`src/rtl/xmq_pkg.sv`:
```
package xmq_pkg;

   typedef enum logic [1:0] {
      PH_POWERUP = 2'd0,
      PH_SETTLE  = 2'd1,
      PH_ACTIVE  = 2'd2
   } phase_t;

   localparam logic MODE_SE  = 1'b0;
   localparam logic MODE_LVD = 1'b1;

   localparam logic [1:0] CODE_SE  = 2'b00;
   localparam logic [1:0] CODE_LVD = 2'b01;

   function automatic int unsigned max3(int unsigned a, int unsigned b, int unsigned c);
      int unsigned m;
      m = (a > b) ? a : b;
      return (m > c) ? m : c;
   endfunction

endpackage

```
`src/rtl/xmq_sense_class.sv`:
```
module xmq_sense_class
   import xmq_pkg::*;
(
   input  logic [1:0] code_i,
   output logic       defined_o,
   output logic       mode_o
);

   always_comb begin
      unique case (code_i)
         CODE_SE:  begin defined_o = 1'b1; mode_o = MODE_SE;  end
         CODE_LVD: begin defined_o = 1'b1; mode_o = MODE_LVD; end
         default:  begin defined_o = 1'b0; mode_o = MODE_SE;  end
      endcase
   end

endmodule

```
`src/rtl/xmq_ms_prescaler.sv`:
```
module xmq_ms_prescaler #(
   parameter int unsigned TICKS_PER_MS = 200000
) (
   input  logic clk_i,
   input  logic rst_i,
   input  logic clr_i,
   output logic tick_o
);

   localparam int unsigned PRE_W = (TICKS_PER_MS > 1) ? $clog2(TICKS_PER_MS) : 1;

   generate
      if (TICKS_PER_MS < 1) begin : g_bad_ticks
         $error("xmq_ms_prescaler: TICKS_PER_MS must be at least 1");
      end

      if (TICKS_PER_MS == 1) begin : g_direct
         assign tick_o = ~clr_i;
      end else begin : g_divide
         localparam logic [PRE_W-1:0] LAST = PRE_W'(TICKS_PER_MS - 1);
         logic [PRE_W-1:0] pre_q;

         always_ff @(posedge clk_i) begin
            if (rst_i || clr_i) begin
               pre_q <= '0;
            end else if (pre_q == LAST) begin
               pre_q <= '0;
            end else begin
               pre_q <= pre_q + 1'b1;
            end
         end

         assign tick_o = ~clr_i && (pre_q == LAST);


         tick_spacing_chk: assert property (@(posedge clk_i) disable iff (rst_i)
            tick_o |=> !tick_o)
            else $error("millisecond tick repeated on consecutive cycles");
      end
   endgenerate

endmodule

```
`src/rtl/xmq_ms_timer.sv`:
```
module xmq_ms_timer #(
   parameter int unsigned TICKS_PER_MS = 200000,
   parameter int unsigned MS_W         = 8
) (
   input  logic            clk_i,
   input  logic            rst_i,
   input  logic            clr_i,
   input  logic [MS_W-1:0] limit_i,
   output logic            done_o
);

   logic            tick;
   logic [MS_W-1:0] ms_q;

   generate
      if (MS_W < 1) begin : g_bad_width
         $error("xmq_ms_timer: MS_W must be at least 1");
      end
   endgenerate

   xmq_ms_prescaler #(
      .TICKS_PER_MS(TICKS_PER_MS)
   ) i_prescaler (
      .clk_i (clk_i),
      .rst_i (rst_i),
      .clr_i (clr_i),
      .tick_o(tick)
   );

   always_ff @(posedge clk_i) begin
      if (rst_i || clr_i) begin
         ms_q <= '0;
      end else if (tick && (ms_q < limit_i)) begin
         ms_q <= ms_q + 1'b1;
      end
   end

   assign done_o = (ms_q >= limit_i);


   done_hold_chk: assert property (@(posedge clk_i) disable iff (rst_i)
      (done_o && !clr_i) |=> done_o)
      else $error("window done dropped without a clear");

endmodule

```
`src/rtl/xcvr_mode_qual.sv`:
```
module xcvr_mode_qual
   import xmq_pkg::*;
#(
   parameter int unsigned TICKS_PER_MS = 200000,
   parameter int unsigned PWRUP_MS     = 100,
   parameter int unsigned SETTLE_MS    = 100,
   parameter int unsigned SWITCH_MS    = 100
) (
   input  logic       clk_i,
   input  logic       rst_i,
   input  logic       logic_ready_i,
   input  logic [1:0] sense_code_i,
   output logic       mode_o,
   output logic       drv_en_o,
   output logic       mode_valid_o
);

   localparam int unsigned MAX_MS = max3(PWRUP_MS, SETTLE_MS, SWITCH_MS);
   localparam int unsigned MS_W   = $clog2(MAX_MS + 1);

   generate
      if (TICKS_PER_MS < 1 || PWRUP_MS < 1 || SETTLE_MS < 1 || SWITCH_MS < 1) begin : g_bad_param
         $error("xcvr_mode_qual: tick rate and all windows must be at least 1");
      end
   endgenerate

   phase_t          phase_q, phase_d;
   logic            mode_q, mode_d;
   logic            cand_q, cand_d;
   logic            pend_q, pend_d;
   logic            sns_def, sns_mode;
   logic            win_clr, win_done;
   logic [MS_W-1:0] win_limit;

   xmq_sense_class i_sense (
      .code_i   (sense_code_i),
      .defined_o(sns_def),
      .mode_o   (sns_mode)
   );

   xmq_ms_timer #(
      .TICKS_PER_MS(TICKS_PER_MS),
      .MS_W        (MS_W)
   ) i_window (
      .clk_i  (clk_i),
      .rst_i  (rst_i),
      .clr_i  (win_clr),
      .limit_i(win_limit),
      .done_o (win_done)
   );

   always_comb begin
      unique case (phase_q)
         PH_POWERUP: win_limit = MS_W'(PWRUP_MS);
         PH_SETTLE:  win_limit = MS_W'(SETTLE_MS);
         default:    win_limit = MS_W'(SWITCH_MS);
      endcase
   end

   always_comb begin
      phase_d = phase_q;
      mode_d  = mode_q;
      cand_d  = cand_q;
      pend_d  = pend_q;
      win_clr = 1'b0;
      unique case (phase_q)
         PH_POWERUP: begin
            if (win_done) begin
               phase_d = PH_SETTLE;
               win_clr = 1'b1;
            end else if (!logic_ready_i) begin
               win_clr = 1'b1;
            end
         end
         PH_SETTLE: begin
            if (win_done) begin
               phase_d = PH_ACTIVE;
               mode_d  = cand_q;
               win_clr = 1'b1;
            end else if (!sns_def || (sns_mode != cand_q)) begin
               win_clr = 1'b1;
               if (sns_def) begin
                  cand_d = sns_mode;
               end
            end
         end
         PH_ACTIVE: begin
            if (pend_q && win_done) begin
               mode_d  = ~mode_q;
               pend_d  = 1'b0;
               win_clr = 1'b1;
            end else if (sns_def && (sns_mode != mode_q)) begin
               if (!pend_q) begin
                  pend_d  = 1'b1;
                  win_clr = 1'b1;
               end
            end else begin
               pend_d  = 1'b0;
               win_clr = 1'b1;
            end
         end
         default: begin
            phase_d = PH_POWERUP;
            win_clr = 1'b1;
         end
      endcase
   end

   always_ff @(posedge clk_i) begin
      if (rst_i) begin
         phase_q <= PH_POWERUP;
         mode_q  <= MODE_SE;
         cand_q  <= MODE_SE;
         pend_q  <= 1'b0;
      end else begin
         phase_q <= phase_d;
         mode_q  <= mode_d;
         cand_q  <= cand_d;
         pend_q  <= pend_d;
      end
   end

   assign mode_o       = mode_q;
   assign drv_en_o     = (phase_q == PH_ACTIVE);
   assign mode_valid_o = (phase_q == PH_ACTIVE) && !pend_q;


   drv_sticky_chk: assert property (@(posedge clk_i) disable iff (rst_i)
      drv_en_o |=> drv_en_o)
      else $error("driver enable dropped without reset");


   drv_rise_chk: assert property (@(posedge clk_i) disable iff (rst_i)
      $rose(drv_en_o) |-> $past(win_done))
      else $error("drivers enabled before the settling window ended");


   mode_commit_chk: assert property (@(posedge clk_i) disable iff (rst_i)
      !$stable(mode_q) |-> $past(win_done))
      else $error("mode changed without a completed window");


   undef_cancel_chk: assert property (@(posedge clk_i) disable iff (rst_i)
      (drv_en_o && !sns_def) |=> !pend_q)
      else $error("undefined sense did not cancel a pending switch");


   pend_start_chk: assert property (@(posedge clk_i) disable iff (rst_i)
      $rose(pend_q) |-> ($past(sns_def) && ($past(sns_mode) != $past(mode_q))))
      else $error("switch became pending without a differing defined sense");

endmodule

```
`config.mk`:
```
export PLATFORM = sky130hd
export DESIGN_NAME = xcvr_mode_qual
export DESIGN_NICKNAME = d
export VERILOG_FILES = /design/src/rtl/xmq_pkg.sv /design/src/rtl/xmq_sense_class.sv /design/src/rtl/xmq_ms_prescaler.sv /design/src/rtl/xmq_ms_timer.sv /design/src/rtl/xcvr_mode_qual.sv
export SDC_FILE = /design/constraint.sdc
export NUM_CORES = 1
export LEC_CHECK = 0
export BUFFER_PORTS_ARGS = -buffer_cell sky130_fd_sc_hd__clkbuf_2
export CAP_MARGIN = 40
export CELL_PAD_IN_SITES_DETAIL_PLACEMENT = 0
export CELL_PAD_IN_SITES_GLOBAL_PLACEMENT = 1
export CORE_MARGIN = 2
export CORE_UTILIZATION = 40
export CTS_BUF_LIST = sky130_fd_sc_hd__clkbuf_4 sky130_fd_sc_hd__clkbuf_8 sky130_fd_sc_hd__clkbuf_16
export CTS_CLUSTER_DIAMETER = 200
export DETAILED_ROUTE_END_ITERATION = 12
export PLACE_DENSITY_LB_ADDON = 0.2
export RECOVER_POWER = 25
export SYNTH_ARGS = -nofsm -noshare
export SYNTH_HDL_FRONTEND = slang
export SYNTH_SLANG_ARGS = --single-unit
```
`constraint.sdc`:
```
create_clock -name clk_i -period 6.6 [get_ports clk_i]
set_input_delay 0.99 -clock clk_i [delete_from_list [all_inputs] [get_ports clk_i]]
set_output_delay 0.99 -clock clk_i [all_outputs]
set_load 0.005 [all_outputs]
```
==> metrics.log, run 1 <==
INFO  metric run_status = complete, no violations
INFO  metric postSynth.asyncResetShare = 0
INFO  metric vias_per_cell = slightly below 6
INFO  metric number_of_hold_violations_in_the_final_report = 0
INFO  metric crit_path_top_delay_cell = nor4_2
INFO  metric required = around 6700 ps
INFO  metric rows = 22
INFO  metric timing_worst_slew_pin_value = between 800 and 900 ps
INFO  metric place_area = between 1500 and 2000 um^2
INFO  metric internal-power = around 270 uW
INFO  metric leak_pwr = between 0.5 and 0.6 nW
INFO  metric critical_path.max_stage_delay = between 800 and 900 ps
INFO  metric critical_path.n_buffers_inverters = 1
INFO  metric timing.max_cap.violations = 0
INFO  metric post_synth_num_cell_types = 41
INFO  metric detailedPlacementHpwl = between 2000 and 2500 um
INFO  metric finalSetupViolations = 0
INFO  metric ys_seq_elements = 30
INFO  metric syn_area = 1551 um^2
INFO  metric wire_length_of_the_first_global_routing_pass = 5796 um
INFO  metric n_antenna_cell = 0
INFO  metric placement.setup.worst_slack = between 3000 and 4000 ps
INFO  metric cts-root-to-sink-buffers = 2
INFO  metric worst_clock_skew = about 4.5 ps
INFO  metric power.share.switching = 0.2108
INFO  metric insertion_delay = 280 ps
INFO  metric period_minus_slack = between 2000 and 3000 ps
INFO  metric cts_setup_buffers = 0
INFO  metric syn-num-nets = approximately 180
INFO  metric clkPwrFrac = 0.452
INFO  metric grt_pass1_vias = ~1300
INFO  metric critPathKind = reg -> reg
INFO  metric post_drt_wl_per_cell = roughly 14 um
INFO  metric clockRootBuffer = clkbuf_8
INFO  metric cts_tree = built
INFO  metric worstSetupStartpointType = flop
INFO  metric count_of_antenna_violating_nets_left_after_detailed_routing = 0
INFO  metric cts_sinks = 30
INFO  metric hold_path_class = reg -> reg
INFO  metric synthTopCellsByArea = dfxtp_1, xnor2_1, nor3_1, nand3_1, or4_1
INFO  metric yosys.area.top_type = dfxtp_1
INFO  metric boundaryPins = 8
INFO  metric cts_repair_resize_count = 0
INFO  metric area.growth.synth_to_final = 8.790%
INFO  metric routed_wirelength = 3299 um
INFO  metric timing.slew.headroom = 0.4380
INFO  metric final-max-slew-violation-count = 0
INFO  metric min_period_over_period = 0.3830
INFO  metric power_per_cell_area = between 200 and 250 nW/um^2
INFO  metric die_h = ~66 um
INFO  metric clkTransAtPathRegs = approximately 60 ps
INFO  metric cts_hold_buf = 0
INFO  metric final_area = around 1700 um^2
INFO  metric drive_above_1_share = 0.1141
INFO  metric clock.fmax = 0.3956 GHz
INFO  metric grt_start_max_net_pins = 26
INFO  metric synth_flop_cell = dfxtp_1
INFO  metric fin_tns_setup = 0 ps
INFO  metric cp.arrival = approximately 2700 ps
INFO  metric total_switching_power = 72.60 uW
INFO  metric timing.critical_path.max_delay_family = simple AND/OR/NAND/NOR gates
INFO  metric crit_fanout = 17
INFO  metric yosys_warnings = 0
INFO  metric critical_path_cell_sequence = ha_1 > nand3_1 > nor4_2 > buf_4 > nor3_1
INFO  metric grt_overflow = 0
INFO  metric track_usage = 0.1716
INFO  metric total_power = approximately 340 uW
INFO  metric drc_errors = 0
INFO  metric antenna_found_initial = 0
INFO  metric buffer_ports.inserted = 7
INFO  metric number_of_enable_type_register_cells_in_the_synthesized_netlist = 0
INFO  metric ir_drop_worst_vdd = 0.0001521 V
INFO  metric detailedRoute.firstPassIterationCount = 4
INFO  metric synth_top_area_share = 0.3871
INFO  metric synthesis.instances = 175
INFO  metric design.die.area = about 4400 um^2
INFO  metric unrepaired_setup_endpoints_after_global_routing = false
INFO  metric power_frac_seq = 0.529
INFO  metric initial_cell_density_of_the_core = 0.4206
INFO  metric worst_slack = ~4100 ps
INFO  metric die_width = around 66 um
INFO  metric place_congestion = approximately 0.77
INFO  metric htreeDepth = 2
INFO  metric seq_area_frac_synth = 0.3871
INFO  metric via_count = about 1300
INFO  metric first_iter_violations = just under 90
INFO  metric core_region_area = 3689 um^2
INFO  metric cts_buffers = 5
INFO  metric avg_synthesized_cell_area = a little under 9 um^2
INFO  metric nets = approximately 190
INFO  metric combinationalPowerShare = 0.019
INFO  metric endpoint_kind = flop
INFO  metric layout.core_utilization = 0.4576
==> power by group through the flow <==
stage / Combinational, mW / Sequential, mW / Clock, mW
after detailed placement: 0.00659 / 0.186 / 0
after global routing: 0.00717 / 0.182 / 0.167
after global placement: 0.00626 / 0.186 / 0
final: 0.00639 / 0.182 / 0.156
after floorplan: 0.00438 / 0.186 / 0
after CTS: 0.00661 / 0.182 / 0.159
==> per-stage QoR <==
stage | hold slack, ps | cells
after global placement | 452.8 | 224
after global routing | 515.4 | 232
after CTS | 484.2 | 232
final | 482.5 | 232
after detailed placement | 472.8 | 224
after floorplan | 436.8 | 175
==> worst register-to-register path: stages (launching register included) <==
cell and delay [ps]:
dfxtp_1 370, ha_1 270, nand3_1 480, nor4_2 890, buf_4 300, nor3_1 70
==> sequential cells by signal, summed over array words and instances, names as in the netlist <==
| signal | cells |
|---|---|
| i_window.i_prescaler.g_divide.pre_q | 18 |
| phase_q | 2 |
| mode_o | 1 |
| pend_q | 1 |
| cand_q | 1 |
| i_window.ms_q | 7 |
==> kinds of logic (layout without fill, tap and decap cells) <==
group,count (synthesis),after routing,synth area share
AOI/OAI and AO/OA,32,32,0.1355
muxes,1,1,0.006452
and+or+nand+nor,79,79,0.3057
buffers and inverters,15,24,0.05645
DFF,30,30,0.3871
xor gates and xnor gates,15,15,0.08467
adders and majority gates,3,3,0.02420
==> path summary, 6_finish.rpt <==
check,start,to,slack [ps],depth (start not counted)
worst min register to register,i_window.i_prescaler.g_divide.pre_q[0]$_SDFF_PP0_,i_window.i_prescaler.g_divide.pre_q[0]$_SDFF_PP0_,480,1
worst min-delay path,i_window.i_prescaler.g_divide.pre_q[0]$_SDFF_PP0_,i_window.i_prescaler.g_divide.pre_q[0]$_SDFF_PP0_,480,1
worst max-delay path,i_window.i_prescaler.g_divide.pre_q[0]$_SDFF_PP0_,i_window.i_prescaler.g_divide.pre_q[5]$_SDFF_PP0_,4070,5
worst max register to register,i_window.i_prescaler.g_divide.pre_q[0]$_SDFF_PP0_,i_window.i_prescaler.g_divide.pre_q[5]$_SDFF_PP0_,4070,5
==> routing by layer <==
layer	GRT usage	vias to the layer above	share of wire
met2	0.2813	27	0.48
met5	0	-	0
met1	0.2118	641	0.48
met4	0.06888	0	0.0033
li1	-	675	-
met3	0.04600	2	0.042
==> cells in the mapped netlist, types with 3 or more instances <==
| cell type | count |
|---|---|
| nor2_1 | 7 |
| or4b_1 | 3 |
| and3_1 | 3 |
| nand4_1 | 6 |
| dfxtp_1 | 30 |
| clkbuf_1 | 3 |
| a21oi_1 | 11 |
| o21ai_0 | 4 |
| xor2_1 | 4 |
| nor3_1 | 14 |
| ha_1 | 3 |
| a211oi_1 | 4 |
| inv_1 | 8 |
| nand2_1 | 7 |
| o31ai_1 | 7 |
| nor4_1 | 4 |
| xnor2_1 | 11 |
| nand3_1 | 12 |
| or4_1 | 8 |
==> cell type report <==
| cell class | instances | area (um^2) |
|---|---|---|
| clock buffer | 7 | 90.09 |
| clock inverter | 1 | 5.005 |
| fill | 382 | 2001 |
| inverter | 8 | 30.03 |
| multi-input combinational | 130 | 863.3 |
| sequential | 30 | 600.6 |
| tap | 48 | 60.06 |
| timing repair buffer | 8 | 38.79 |
==> cells in the final DEF, fill, tap and decap left out, drive strengths merged, types with 2 or more instances in the layout <==
master	netlist	layout
dfxtp	30	30
nor3	14	14
clkbuf	3	14
nand3	12	12
xnor2	11	11
a21oi	11	11
or4	10	10
inv	8	8
nor2	7	7
nand2	7	7
o31ai	7	7
nand4	6	6
nor4	5	5
a211oi	4	4
o21ai	4	4
xor2	4	4
and3	4	4
or4b	3	3
ha	3	3
or3	3	3
nor3b	2	2
a2111oi	2	2
No activity file was read; power rests on OpenSTA's default activity.
==> run 2: changes to the inputs <==
- clock period: 6.6 -> 2 ns (I/O delays scaled with it)
==> metrics.log, run 2 (synthesis gave the netlist of run 1 again) <==
INFO  metric largest_reg_flops = 18
INFO  metric grt_overflow = 0
INFO  metric via_count = approximately 1400
INFO  metric initial_cell_density_of_the_core = 0.4206
INFO  metric drc_errors = 0
INFO  metric wire_length_of_the_first_global_routing_pass = 6223 um
INFO  metric core_region_area = ~3700 um^2
INFO  metric area.growth.synth_to_final = 21.13%
INFO  metric min_period_over_period = 1.027
INFO  metric crit_fanout = 6
INFO  metric cts_sinks = 30
INFO  metric grt_start_max_net_pins = 26
INFO  metric final-instance-count-excl-fill = 251
INFO  metric cts_hold_buf = 0
INFO  metric cts_buffers = 5
INFO  metric ir_drop_worst_vdd = ~0.00036 V
INFO  metric cts_tree = built
INFO  metric detailedPlacementHpwl = ~2500 um
INFO  metric global_route.usage.met1 = 0.2386
INFO  metric clock.fmax = slightly below 0.5 GHz
INFO  metric nets = roughly 210
INFO  metric die_width = 66.28 um
INFO  metric number_of_hold_violations_in_the_final_report = 0
INFO  metric power_per_cell_area = 586.5 nW/um^2
INFO  metric rows = 22
INFO  metric grt.met3_usage = 0.05622
INFO  metric final_common_cell = dfxtp_1
INFO  metric track_usage = 0.1840
INFO  metric worst_slack = -53.51 ps
INFO  metric layout_top_registers = i_window.i_prescaler.g_divide.pre_q (18), i_window.ms_q (7), phase_q (2)
INFO  metric clockRootBuffer = clkbuf_8
INFO  metric final_area = around 1900 um^2
INFO  metric detailedRoute.firstPassIterationCount = 4
INFO  metric boundaryPins = 8
INFO  metric worst_clock_skew = between 7 and 8 ps
INFO  metric timing_worst_slew_pin_value = 447.4 ps
INFO  metric place_congestion = between 0.8 and 0.9
INFO  metric place.detailed.instances = around 240
INFO  metric finalSetupViolations = 4
INFO  metric required = about 2200 ps
INFO  metric antenna_found_initial = 0
INFO  metric cp.arrival = 2260 ps
INFO  metric n_antenna_cell = 0
INFO  metric place_area = approximately 1800 um^2
INFO  metric cts-root-to-sink-buffers = 2
INFO  metric routed_wirelength = ~3500 um
INFO  metric hold_path_class = in -> reg
INFO  metric insertion_delay = 280 ps
INFO  metric htreeDepth = 2
INFO  metric grt_pass1_vias = 1378
INFO  metric design.die.area = 4393 um^2
INFO  metric hold_path.startpoint = rst_i
INFO  metric critPathKind = reg -> reg
INFO  metric timing.critical_path.from = i_window.i_prescaler.g_divide.pre_q[7]$_SDFF_PP0_
INFO  metric reg2reg_setup_slack = -50 ps
INFO  metric timing.slew.headroom = 0.7018
INFO  metric count_of_antenna_violating_nets_left_after_detailed_routing = 0
INFO  metric gr-usage-met2 = 0.2963
INFO  metric vias_per_cell = between 5 and 6
INFO  metric globalRoute.busiestLayer = met2
INFO  metric unrepaired_setup_endpoints_after_global_routing = true
INFO  metric total_power = 1.102 mW
INFO  metric first_iter_violations = between 100 and 150
INFO  metric violations_in_the_final_reports = setup timing
INFO  metric post_drt_wl_per_cell = around 14 um
INFO  metric die_h = 66.28 um
INFO  metric most_frequent_cells_in_the_layout = dfxtp_1, buf_4, nor3_1, nand3_1, xnor2_1
INFO  metric worstSetupStartpointType = flop
INFO  metric leak_pwr = around 0.62 nW
INFO  metric run_status = finished with violations
INFO  metric buffer_ports.inserted = 7
INFO  metric placement.setup.worst_slack = -81.73 ps
INFO  metric clkTransAtPathRegs = about 60 ps
INFO  metric timing.max_cap.violations = 0
INFO  metric final-max-slew-violation-count = 0
INFO  metric period_minus_slack = 2054 ps
INFO  metric drive_above_1_share = 0.2365
INFO  metric layout.core_utilization = 0.5095
INFO  metric reg2reg_from = i_window.i_prescaler.g_divide.pre_q[7]$_SDFF_PP0_
INFO  metric largest_register = i_window.i_prescaler.g_divide.pre_q
INFO  metric endpoint_kind = flop
[run 2: cell count changes in the layout (fill, tap and decap cells not counted), moves of 2 or more]
| cell | before | now |
|---|---|---|
| dfxtp_1 | 30 | 28 |
| or4b_4 | 0 | 2 |
| a21oi_1 | 11 | 8 |
| clkbuf_2 | 4 | 7 |
| a21oi_2 | 0 | 3 |
| or4b_1 | 3 | 1 |
| buf_4 | 1 | 18 |
| dfxtp_2 | 0 | 2 |
[run 2: final timing paths]
check                                  end  cells after the start
max          i_window.ms_q[2]$_SDFFE_PP0P_                      4
min                phase_q[1]$_SDFFE_PP0P_                      2
max reg2reg  i_window.ms_q[2]$_SDFFE_PP0P_                      4
min reg2reg  i_window.ms_q[6]$_SDFFE_PP0P_                      2
[run 2: worst max-delay path, stage by stage (launching register included)]
cell     delay [ps]
dfxtp_2         320
or4b_4          540
or4_4           470
or4b_1          530
a21oi_1         120
[run 2: report_power, final]
| group | internal (mW) | switching, mW | total (mW) |
|---|---|---|---|
| sequential | 0.600 | 0.00178 | 0.601 |
| combinational | 0.0115 | 0.0158 | 0.0273 |
| clock | 0.265 | 0.209 | 0.473 |
| total | 0.876 | 0.226 | 1.10 |
[run 2: area by class of cell]
class                           instances  area [um^2]
Fill cell                             371         1809
Multi-Input combinational cell        131        905.9
Sequential cell                        30        603.1
Timing Repair Buffer                   28        197.7
Clock buffer                            6        82.58
Tap cell                               48        60.06
Inverter                                8        30.03
[run 2: layer usage]
metal | wire length [um] | vias to the layer above
li1 | - | 713
met1 | 1723 | 668
met2 | 1692 | 18
met3 | 98 | 4
met4 | 24 | 0
met5 | 0 | -
[run 2: through the flow]
step | hold WS (ps) | setup TNS (ps)
final | 273.0 | -150.8
after global routing | 266.9 | -325.5
after CTS | 258.7 | -119.2
after detailed placement | 473.4 | -175.7
after global placement | 454.8 | -44.18
after floorplan | 369.1 | -50.02
[run 2: timing repair]
item,CTS,global route
setup buffers,1,0
endpoints found under the setup margin,4,6
cloned,1,0
pin swaps,4,2
gates resized for setup,3,5
